## config.mk

```make
export PLATFORM = sky130hd
export DESIGN_NAME = uart_irq_ident
export DESIGN_NICKNAME = d
export VERILOG_FILES = /design/src/rtl/uirq_pkg.sv /design/src/rtl/uirq_enable_reg.sv /design/src/rtl/uirq_src_stage.sv /design/src/rtl/uirq_prio_enc.sv /design/src/rtl/uirq_ident_reg.sv /design/src/rtl/uart_irq_ident.sv
export SDC_FILE = /design/constraint.sdc
export NUM_CORES = 1
export LEC_CHECK = 0
export BUFFER_PORTS_ARGS = -buffer_cell sky130_fd_sc_hd__buf_2
export CORE_UTILIZATION = 39
export DETAILED_ROUTE_END_ITERATION = 10
export PLACE_DENSITY = 0.79
export SLEW_MARGIN = 20
export SYNTH_ARGS = -nofsm -noshare
export SYNTH_HDL_FRONTEND = slang
export SYNTH_SLANG_ARGS = --single-unit
```

## constraint.sdc

```tcl
create_clock -name clk -period 1.18 [get_ports clk]
set_clock_uncertainty 0.05 [all_clocks]
set_input_delay 0.236 -clock clk [delete_from_list [all_inputs] [get_ports clk]]
set_output_delay 0.236 -clock clk [all_outputs]
set_load 0.02 [all_outputs]
```

## src/rtl/uirq_pkg.sv

```systemverilog
`timescale 1ns/1ps
package uirq_pkg;
    localparam int N_SRC    = 4;
    localparam int ID_W     = 4;
    localparam int SRC_RX   = 0;
    localparam int SRC_THRE = 1;
    localparam int SRC_LSR  = 2;
    localparam int SRC_MSR  = 3;

    typedef enum logic [ID_W-1:0] {
        ID_MODEM  = 4'b0000,
        ID_NONE   = 4'b0001,
        ID_THRE   = 4'b0010,
        ID_RXDATA = 4'b0100,
        ID_LSR    = 4'b0110,
        ID_TMO    = 4'b1100
    } uirq_id_e;

    typedef struct packed {
        logic lsr;
        logic tmo;
        logic rxd;
        logic thre;
        logic msr;
    } uirq_act_t;
endpackage

```

## src/rtl/uirq_enable_reg.sv

```systemverilog
`timescale 1ns/1ps
module uirq_enable_reg
    import uirq_pkg::*;
#(
    parameter int DATA_W = 8
) (
    input  logic              clk,
    input  logic              rst_n,
    input  logic              wr_stb,
    input  logic [DATA_W-1:0] wdata,
    output logic [N_SRC-1:0]  ier
);
    typedef struct packed {
        logic [N_SRC-1:0] ier;
    } st_t;

    st_t s_d, s_q;
    logic unused_hi;

    assign unused_hi = ^wdata[DATA_W-1:N_SRC];

    always_comb begin
        s_d = s_q;
        if (wr_stb) begin
            s_d.ier = wdata[N_SRC-1:0];
        end
    end

    always_ff @(posedge clk or negedge rst_n) begin
        if (!rst_n) s_q <= '0;
        else        s_q <= s_d;
    end

    assign ier = s_q.ier;
endmodule

```

## src/rtl/uirq_src_stage.sv

```systemverilog
`timescale 1ns/1ps
module uirq_src_stage
    import uirq_pkg::*;
#(
    parameter int ERR_W = 4
) (
    input  logic             clk,
    input  logic             rst_n,
    input  logic [N_SRC-1:0] ier,
    input  logic [ERR_W-1:0] lsr_err,
    input  logic             rx_ready,
    input  logic             rx_timeout,
    input  logic             fifo_mode,
    input  logic             thr_empty,
    input  logic             dcts,
    input  logic             thre_clr,
    output uirq_act_t        act
);
    typedef struct packed {
        logic thre_pend;
        logic thr_prev;
        logic ier_prev;
    } st_t;

    st_t  s_d, s_q;
    logic arm;

    always_comb begin
        s_d          = s_q;
        arm          = (thr_empty & ~s_q.thr_prev) | (ier[SRC_THRE] & ~s_q.ier_prev);
        s_d.thr_prev = thr_empty;
        s_d.ier_prev = ier[SRC_THRE];
        s_d.thre_pend = thr_empty & ier[SRC_THRE] & (arm | (s_q.thre_pend & ~thre_clr));

        act.lsr  = ier[SRC_LSR] & (|lsr_err);
        act.rxd  = ier[SRC_RX] & rx_ready;
        act.tmo  = ier[SRC_RX] & fifo_mode & rx_timeout;
        act.thre = s_d.thre_pend;
        act.msr  = ier[SRC_MSR] & dcts;
    end

    always_ff @(posedge clk or negedge rst_n) begin
        if (!rst_n) s_q <= '0;
        else        s_q <= s_d;
    end
endmodule

```

## src/rtl/uirq_prio_enc.sv

```systemverilog
`timescale 1ns/1ps
module uirq_prio_enc
    import uirq_pkg::*;
(
    input  uirq_act_t       act,
    output logic [ID_W-1:0] code
);
    always_comb begin
        if (act.lsr)       code = ID_LSR;
        else if (act.tmo)  code = ID_TMO;
        else if (act.rxd)  code = ID_RXDATA;
        else if (act.thre) code = ID_THRE;
        else if (act.msr)  code = ID_MODEM;
        else               code = ID_NONE;
    end
endmodule

```

## src/rtl/uirq_ident_reg.sv

```systemverilog
`timescale 1ns/1ps
module uirq_ident_reg
    import uirq_pkg::*;
#(
    parameter int DATA_W = 8
) (
    input  logic              clk,
    input  logic              rst_n,
    input  logic [ID_W-1:0]   code,
    input  logic              fifo_mode,
    input  logic              rd_act,
    output logic [DATA_W-1:0] ident,
    output logic              read_done
);
    typedef struct packed {
        logic [DATA_W-1:0] ident;
        logic              rd_prev;
    } st_t;

    st_t               s_d, s_q;
    logic [DATA_W-1:0] fresh;

    always_comb begin
        fresh                 = '0;
        fresh[ID_W-1:0]       = code;
        fresh[DATA_W-1 -: 2]  = {2{fifo_mode}};

        s_d         = s_q;
        s_d.rd_prev = rd_act;
        if (!rd_act) begin
            s_d.ident = fresh;
        end
    end

    always_ff @(posedge clk or negedge rst_n) begin
        if (!rst_n) begin
            s_q         <= '0;
            s_q.ident   <= DATA_W'(ID_NONE);
        end else begin
            s_q <= s_d;
        end
    end

    assign ident     = s_q.ident;
    assign read_done = s_q.rd_prev & ~rd_act;
endmodule

```

## src/rtl/uart_irq_ident.sv

```systemverilog
`timescale 1ns/1ps
module uart_irq_ident
    import uirq_pkg::*;
#(
    parameter int DATA_W = 8,
    parameter int ERR_W  = 4
) (
    input  logic              clk,
    input  logic              rst_n,
    input  logic              reg_addr,
    input  logic              reg_wr,
    input  logic              reg_rd,
    input  logic [DATA_W-1:0] reg_wdata,
    output logic [DATA_W-1:0] reg_rdata,
    input  logic [ERR_W-1:0]  lsr_err,
    input  logic              rx_ready,
    input  logic              rx_timeout,
    input  logic              fifo_mode,
    input  logic              thr_empty,
    input  logic              dcts,
    output logic              irq
);
    localparam logic ADDR_IER = 1'b0;
    localparam logic ADDR_ID  = 1'b1;

    logic [N_SRC-1:0]  ier_w;
    logic [DATA_W-1:0] ident_w;
    logic [ID_W-1:0]   code_w;
    logic              rd_act;
    logic              read_done;
    logic              thre_clr;
    uirq_act_t         act_w;

    assign rd_act   = reg_rd & (reg_addr == ADDR_ID);
    assign thre_clr = read_done & (ident_w[ID_W-1:0] == ID_THRE);

    uirq_enable_reg #(.DATA_W(DATA_W)) u_ier (
        .clk    (clk),
        .rst_n  (rst_n),
        .wr_stb (reg_wr & (reg_addr == ADDR_IER)),
        .wdata  (reg_wdata),
        .ier    (ier_w)
    );

    uirq_src_stage #(.ERR_W(ERR_W)) u_src (
        .clk        (clk),
        .rst_n      (rst_n),
        .ier        (ier_w),
        .lsr_err    (lsr_err),
        .rx_ready   (rx_ready),
        .rx_timeout (rx_timeout),
        .fifo_mode  (fifo_mode),
        .thr_empty  (thr_empty),
        .dcts       (dcts),
        .thre_clr   (thre_clr),
        .act        (act_w)
    );

    uirq_prio_enc u_enc (
        .act  (act_w),
        .code (code_w)
    );

    uirq_ident_reg #(.DATA_W(DATA_W)) u_id (
        .clk       (clk),
        .rst_n     (rst_n),
        .code      (code_w),
        .fifo_mode (fifo_mode),
        .rd_act    (rd_act),
        .ident     (ident_w),
        .read_done (read_done)
    );

    always_comb begin
        reg_rdata = '0;
        if (reg_addr == ADDR_IER) reg_rdata[N_SRC-1:0] = ier_w;
        else                      reg_rdata = ident_w;
    end

    assign irq = ~ident_w[0];
endmodule

```

==> results of run 1 <==
flip-flops by register name (all words and copies together) (netlist names):
| name | count |
|---|---|
| u_src.s_q | 3 |
| u_id.ident | 5 |
| u_id.s_q | 1 |
| u_ier.ier | 4 |
critical path: stages, from the launching register on:
cell,delay (ns)
dfrtp_1,0.40
buf_6,0.12
mux2_4,0.25
buf_6,0.13
Yosys cell counts (all sizes together) (2+ instances only):
cell | n | area share
mux2 | 8 | 0.14
and2 | 2 | 0.021
inv | 3 | 0.025
o21ai | 3 | 0.023
nor2 | 3 | 0.018
dfrtp | 12 | 0.47
nand2 | 8 | 0.072
buf | 4 | 0.053
logic make-up (layout without fill, tap and decap cells):
kind of cell | Yosys count | count (layout) | synth area share
AND/OR/NAND/NOR | 17 | 17 | 0.162
flip-flops | 13 | 13 | 0.509
AO/OA/AOI/OAI | 8 | 8 | 0.105
multiplexers | 8 | 8 | 0.140
buffers and inverters | 7 | 45 | 0.0780
other | 1 | 2 | 0.00584
per-layer routing:
metal / vias up / global-route usage / routed length, um
met3: 0 / 0.0216 / 57
li1: 260 / - / -
met4: 0 / 0.0750 / 0
met1: 254 / 0.206 / 594
met2: 17 / 0.255 / 671
met5: - / 0 / 0
final timing paths:
check,end,cells after the start
max,reg_rdata[3],3
min,u_src.s_q[1],1
max reg2reg,u_id.ident[0],5
min reg2reg,u_id.ident[6],2
max in group asynchronous,u_id.ident[0],2
min in group asynchronous,u_ier.ier[2],2
stage by stage:
step / total power, uW / hold slack (ns)
2_1_floorplan: 730 / -0.110
3_3_place_gp: 836 / 0.0792
3_5_place_dp: 844 / 0.0863
4_1_cts: 1230 / 0.0277
5_1_grt: 1330 / 0.0282
6_report: 1270 / 0.0303
area by class of cell:
cell class | count | area [sq um]
Sequential cell | 13 | 327
Timing Repair Buffer | 38 | 279
Multi-Input combinational cell | 35 | 310
Fill cell | 122 | 546
Tap cell | 16 | 20.0
Clock buffer | 4 | 26.3
Inverter | 3 | 16.3
timing repair:
item,in CTS,in global routing
endpoints found under the hold margin,12,0
resized for setup,23,3
endpoints found under the setup margin,10,11
pin swaps,1,0
hold buffers,1,0
setup buffers,5,3
power groups by stage:
stage	Combinational (uW)	Clock [uW]	Sequential (uW)
6_report	456	269	544
5_1_grt	485	297	552
4_1_cts	419	274	539
3_5_place_dp	290	0	555
3_3_place_gp	284	0	551
2_1_floorplan	186	0	544
==> out/qor.csv, run 1 <==
metric,value,unit
ys_warn_count,0,
worstPathArrival,1.18,ns
ys_seq_area_frac,0.509,
path_class,reg -> out,
final_cells,109,
fmax,0.683,GHz
ant_nets,0,
fin_nets,116,
finish.instance_area,978,sq um
die_area,1810,sq um
drive_above_1_share,0.624,
period_needed,1.46,ns
core_area,1520,sq um
placed_area,790,sq um
vias,531,
dr.pass1.iters,4,
violations,setup timing,
run_status,"finished, violations left",
crit_start,u_id.ident[3],
syn_area,642,sq um
area_growth,52.4,%
finalSetupViolCount,10,
max_cap_violations,0,
rows,14,
cp.required,0.89,ns
io_buffers,24,
async_reset_ff_frac,1.00,
vdd_drop_max,0.749,mV
initial_core_util,0.421,
clkSinkCount,13,
placedCellCount,96,
n_antenna_cell,0,
io_pins,31,
startpoint_type,flip-flop,
hp-start,thr_empty,
clockBufferDepth,2,
final.setup.tns,-1.62,ns
antenna_found_initial,0,
p_leak,0.000486,uW
clk_pin_slew,0.08,ns
avgSynthCellArea,11.9,sq um
synth_cells,54,
track_usage,0.157,
final_util,0.642,
synth_edf_count,0,
grt_overflow_total,0,
grt_pass1_wl,2170,um
pwr-share-comb,0.359,
p_int,903,uW
most-common-layout-cells,"buf_2, dfrtp_1, buf_4, buf_6, nand2_1",
viasPerCell,4.87,
slew_violations,0,
fp.dieW,42.6,um
rrSetupSlack,-0.20,ns
min_path_type,in -> reg,
critPathMaxFanout,2,
worstSkewPairLatency,0.27,ns
synth_flop_cell,dfrtp_1,
gp_congestion,0.815,
power_density,1300,nW/um^2
cts_max_level,1,
grt_pass1_vias,527,
power.net_switching,365,uW
cts_buffers,3,
ys_types,23,
cts_tree,done,
power_frac_seq,0.429,
setup_slack,-0.284,ns
drc,0,
switching_share,0.288,
grt_max_degree,14,
cts_root_buf,clkbuf_4,
rsz0062_at_grt,yes,
power_frac_clock,0.212,
end_kind,output pin,
layout_worst_path_cycle_share,1.24,
ys_ff_latch,13,
routed_wl,1320,um
drtIter0Drc,8,
final-hold-violation-count,0,
die_h,42.6,um
avgRoutedWirePerCell,12.1,um
rr_startpoint,u_id.ident[3],
layout_commonest_cell,buf_2,
dp_slack,-0.148,ns
Power figures use the tool's default switching activity.
==> inputs of run 2 (changes only) <==
- RECOVER_POWER: unset -> 50
- clock period: 1.18 -> 1.3 ns (I/O delays scaled with it)
==> run 2 against run 1 <==
  * The flow still finishes with violations (setup timing)
  * Sequential cell count stayed put
  * Cell count is 3.7% lower
  * Sequential power is 9.4% lower
  * Non-clock buffer count is 4 lower
  * Global-route usage is 3.1 points higher
  * Wire length is 7.9% higher
  * Via count is 2.3% lower
  * Die area stayed put
  * Critical path depth stayed put
  * Register-to-register slack better by 0.20 ns
  * Sequential share of layout area is 1.9 points higher
  * Setup slack better by 0.11 ns
  * Critical endpoint is now reg_rdata[0]
  * Largest cell class unchanged
==> out/qor.csv, run 2 (synthesis results as in run 1) <==
metric,value,unit,change
relSlewSlack,0.542,,
grt_overflow_total,0,,unchanged
drtIter0Drc,4,,-4
finalPower,1120,uW,-12%
tightest_slew,0.687,ns,
cp.required,0.99,ns,+0.10 ns
fp.dieW,42.6,um,unchanged
fillers,120,,-1.6%
vdd_drop_max,0.848,mV,+13%
avgRoutedWirePerCell,13.6,um,+12%
min_path_type,in -> reg,,
ant_nets,0,,unchanged
cts_root_buf,clkbuf_4,,
rows,14,,unchanged
dp_slack,-0.0241,ns,+0.124 ns
period_needed,1.47,ns,
rsz0062_at_grt,yes,,
grt_pass1_wl,2500,um,+16%
hold_depth,1,,unchanged
cts_max_level,1,,unchanged
dr.pass1.iters,3,,-1
fmax,0.678,GHz,
setup_slack,-0.174,ns,+0.110 ns
die_area,1810,sq um,unchanged
clk_pin_slew,0.08,ns,about the same
cts_buffers,3,,unchanged
violations,setup timing,,
antenna_found_initial,0,,unchanged
layout_commonest_cell,buf_2,,
routed_wl,1430,um,+7.9%
rrSetupSlack,0,ns,+0.20 ns
run_status,"finished, violations left",,
viasPerCell,4.94,,+1.5%
final.setup.tns,-0.582,ns,+1.04 ns
finalSetupViolCount,5,,-5
max_cap_violations,0,,unchanged
clockBufferDepth,2,,unchanged
drive_above_1_share,0.573,,-0.0506
min_to,u_src.s_q[1],,
core_area,1520,sq um,unchanged
slew_violations,0,,unchanged
hp-start,thr_empty,,
p_leak,0.000458,uW,-5.6%
track_usage,0.188,,+0.0306
io_buffers,24,,unchanged
top_register,u_id.ident,,
io_pins,31,,unchanged
vias,519,,-2.3%
die_h,42.6,um,unchanged
power_density,1210,nW/um^2,-6.9%
fin_nets,112,,-3.4%
drc,0,,unchanged
startpoint_type,flip-flop,,
n_antenna_cell,0,,unchanged
grt_pass1_vias,556,,+5.5%
grt_max_degree,14,,unchanged
whs,0.0595,ns,+0.0292 ns
worstSkewPairLatency,0.27,ns,about the same
r2r-end,u_id.ident[0],,
layout_worst_path_cycle_share,1.13,,
rr_startpoint,u_id.ident[0],,
path_class,reg -> out,,
final_util,0.607,,-0.0353
most-common-layout-cells,"buf_2, dfrtp_1, buf_6, nand2_1, buf_4",,
clkSinkCount,13,,unchanged
crit_start,u_id.ident[0],,
cts_tree,done,,
initial_core_util,0.421,,unchanged
worstPathArrival,1.16,ns,-0.02 ns
r2r_cells,4,,-1
area_growth,44.1,%,
final-hold-violation-count,0,,unchanged
critPathMaxFanout,3,,+1
gp_congestion,0.850,,+4.2%
end_kind,output pin,,
largest_reg_flops,5,,unchanged
## run 2: layer usage
layer | wire, um | GRT usage | part of all wire
met5 | 0 | 0 | 0
met4 | 18 | 0.0563 | 0.013
met3 | 61 | 0.0302 | 0.043
met2 | 797 | 0.348 | 0.56
met1 | 549 | 0.219 | 0.38
## run 2: cell type report
cell class	instances	area, sq um	share of cell area
Sequential cell	13	327	0.353
Multi-Input combinational cell	35	285	0.309
Timing Repair Buffer	34	250	0.271
Clock buffer	4	26.3	0.0284
Tap cell	16	20.0	0.0217
Inverter	3	16.3	0.0176
## run 2: how the worst max path moves through the flow
stage                               end  slack (ns)  depth (start not counted)
after global placement     reg_rdata[0]      -0.003                          3
after global routing       reg_rdata[0]       -0.21                          3
after floorplan           u_id.ident[0]        0.04                          4
after detailed placement  u_id.ident[0]       -0.02                          4
after CTS                  reg_rdata[3]       -0.18                          3
final                      reg_rdata[0]       -0.17                          3
## run 2: worst max-delay path, cell delays in order (launching register included)
cell,delay (ns)
dfstp_2,0.54
buf_6,0.10
mux2_4,0.14
buf_6,0.11
## run 2: where the power goes
part	leakage, uW	switching (uW)	total [uW]	internal, uW
Clock	0.0000150	126	245	119
Sequential	0.000155	34.0	493	459
Combinational	0.000288	165	378	213
## run 2: repair_timing
item	CTS	global route
pin swaps	1	1
buffers inserted	4	1
hold buffers	1	0
gates cloned	0	0
endpoints found under the setup margin	7	9
gates resized for setup	21	3
hold endpoints to repair	12	0
## run 2: through the flow
step	area (sq um)	std cells
6_report	925	105
5_1_grt	925	105
4_1_cts	915	104
3_5_place_dp	782	95
3_3_place_gp	782	95
2_1_floorplan	646	55
==> inputs of run 3 (changes only) <==
- GPL_TIMING_DRIVEN: unset -> 0
- PLACE_DENSITY: 0.79 -> 0.72
==> run 3 against run 2 <==
  * Critical path type unchanged
  * The run still ends with setup timing left
  * Fmax rose by 4.4%
  * Cell count shrank 2.9%
  * Critical path depth fell by 1
  * Highest routed layer unchanged
  * Sequential power is essentially flat
==> out/qor.csv, run 3 (synthesis results as in run 1) <==
metric,value,unit,change
worst_path_dominant_cell_family,flip-flops,,
ant_nets,0,,unchanged
vias,490,,-5.6%
worstPathArrival,1.10,ns,-0.06 ns
r2r-end,u_id.ident[0],,
grt_pass1_wl,2260,um,-9.9%
final_util,0.586,,-0.0205
clkSinkCount,13,,unchanged
most-common-layout-cells,"buf_2, dfrtp_1, buf_6, nand2_1",,
area_growth,39.2,%,
io_buffers,23,,-4.2%
fmax,0.708,GHz,+4.4%
crit_cells,2,,-1
max_cap_violations,0,,unchanged
relSlewSlack,0.550,,+0.00729
grt_overflow_total,0,,unchanged
routed_wl,1260,um,-12%
end_kind,output pin,,
max_stage_delay,0.57,ns,+0.03 ns
violations,setup timing,,
finalPower,1070,uW,-4.0%
run_status,"finished, violations left",,
die_area,1810,sq um,unchanged
clk_pin_slew,0.07,ns,about the same
cts_buffers,3,,unchanged
drive_above_1_share,0.547,,-0.0265
avgRoutedWirePerCell,12.3,um,-9.3%
crit_buf_inv,1,,-1
cts_max_level,1,,unchanged
initial_core_util,0.421,,unchanged
clockBufferDepth,2,,unchanged
hp-start,thr_empty,,
tightest_slew,0.676,ns,-0.0109 ns
dpl.hpwl,908,um,
cp.required,0.99,ns,about the same
layout_worst_path_cycle_share,1.09,,-0.0476
cts_root_buf,clkbuf_4,,
critPathSlowestCell,dfstp_2,,
die_h,42.6,um,unchanged
finalSetupViolCount,6,,+1
n_antenna_cell,0,,unchanged
fillers,121,,+0.83%
grt_pass1_vias,513,,-7.7%
viasPerCell,4.80,,-2.8%
cp_cell_sequence,"mux2_4, buf_6",,
critPathMaxFanout,4,,+1
fp.dieW,42.6,um,unchanged
io_pins,31,,unchanged
regArea,327,sq um,unchanged
gp_congestion,0.798,,-6.1%
rsz0062_at_grt,yes,,
hold_depth,1,,unchanged
final.setup.tns,-0.473,ns,+0.108 ns
fin_nets,109,,-2.7%
dr.pass1.iters,4,,+1
layout_commonest_cell,buf_2,,
largest_reg_flops,5,,unchanged
multiInputGateArea,285,sq um,unchanged
rows,14,,unchanged
core_area,1520,sq um,unchanged
setup_slack,-0.112,ns,+0.0618 ns
vdd_drop_max,0.798,mV,-6.0%
top_register,u_id.ident,,
grt_max_degree,14,,unchanged
path_class,reg -> out,,
r2r_cells,4,,unchanged
p_leak,0.000437,uW,-4.6%
drtIter0Drc,7,,+3
rr_startpoint,u_id.ident[0],,
min_to,u_src.s_q[1],,
final-hold-violation-count,0,,unchanged
slew_violations,0,,unchanged
track_usage,0.171,,-0.0169
drc,0,,unchanged
rrSetupSlack,-0.06,ns,-0.06 ns
min_path_type,in -> reg,,
worstSkewPairLatency,0.27,ns,about the same
antenna_found_initial,0,,unchanged
cts_tree,done,,
startpoint_type,flip-flop,,
power_density,1200,nW/um^2,-0.68%
period_needed,1.41,ns,-0.0618 ns
## run 3: cell types whose count changed in the layout (fill, tap and decap cells not counted), sizes merged
cell    before  now
buf         31   27
clkbuf       6    7
## run 3: report_power, final
| group | switching [uW] | internal (uW) |
|---|---|---|
| Combinational | 149 | 182 |
| Sequential | 36.4 | 459 |
| Clock | 126 | 119 |
| Total | 311 | 760 |
## run 3: cell type report
cell class	instances	share of cell area
buffer	3	0.0294
clock buffer	4	0.0294
inverter	3	0.0182
multi-input combinational	35	0.319
sequential	13	0.366
tap	16	0.0224
timing repair buffer	28	0.216
## run 3: worst max-delay path by stage
stage | from | endpoint | slack [ns]
finish | u_id.ident[0] | reg_rdata[0] | -0.11
global route | u_id.ident[3] | reg_rdata[3] | -0.15
CTS | u_id.ident[0] | reg_rdata[0] | -0.12
detailed placement | u_id.ident[0] | u_id.ident[0] | -0.05
global placement | u_id.ident[0] | u_id.ident[0] | -0.04
floorplan | u_id.ident[0] | u_id.ident[0] | 0.04
## run 3: through the flow
step	std cells	setup WS, ns	hold slack (ns)	area [sq um]
floorplan	55	0.0359	-0.0856	646
global placement	94	-0.0386	0.104	781
detailed placement	94	-0.0486	0.105	781
CTS	102	-0.125	0.0503	890
global route	102	-0.151	0.0659	893
finish	102	-0.112	0.0645	893
## run 3: timing repair
item / CTS / global route
gates resized for setup: 16 / 4
setup endpoints to repair: 9 / 8
hold buffers: 1 / 0
pin swaps: 3 / 3
hold endpoints to repair: 12 / 0
buffers inserted: 4 / 0
## run 3: layer usage
layer,vias to the layer above,part of all wire,wire length [um],global-route usage
met1,231,0.41,519,0.217
met3,2,0.037,47,0.0259
met4,0,0.0080,10,0.0938
li1,244,-,-,-
met5,-,0,0,0
met2,13,0.54,680,0.277
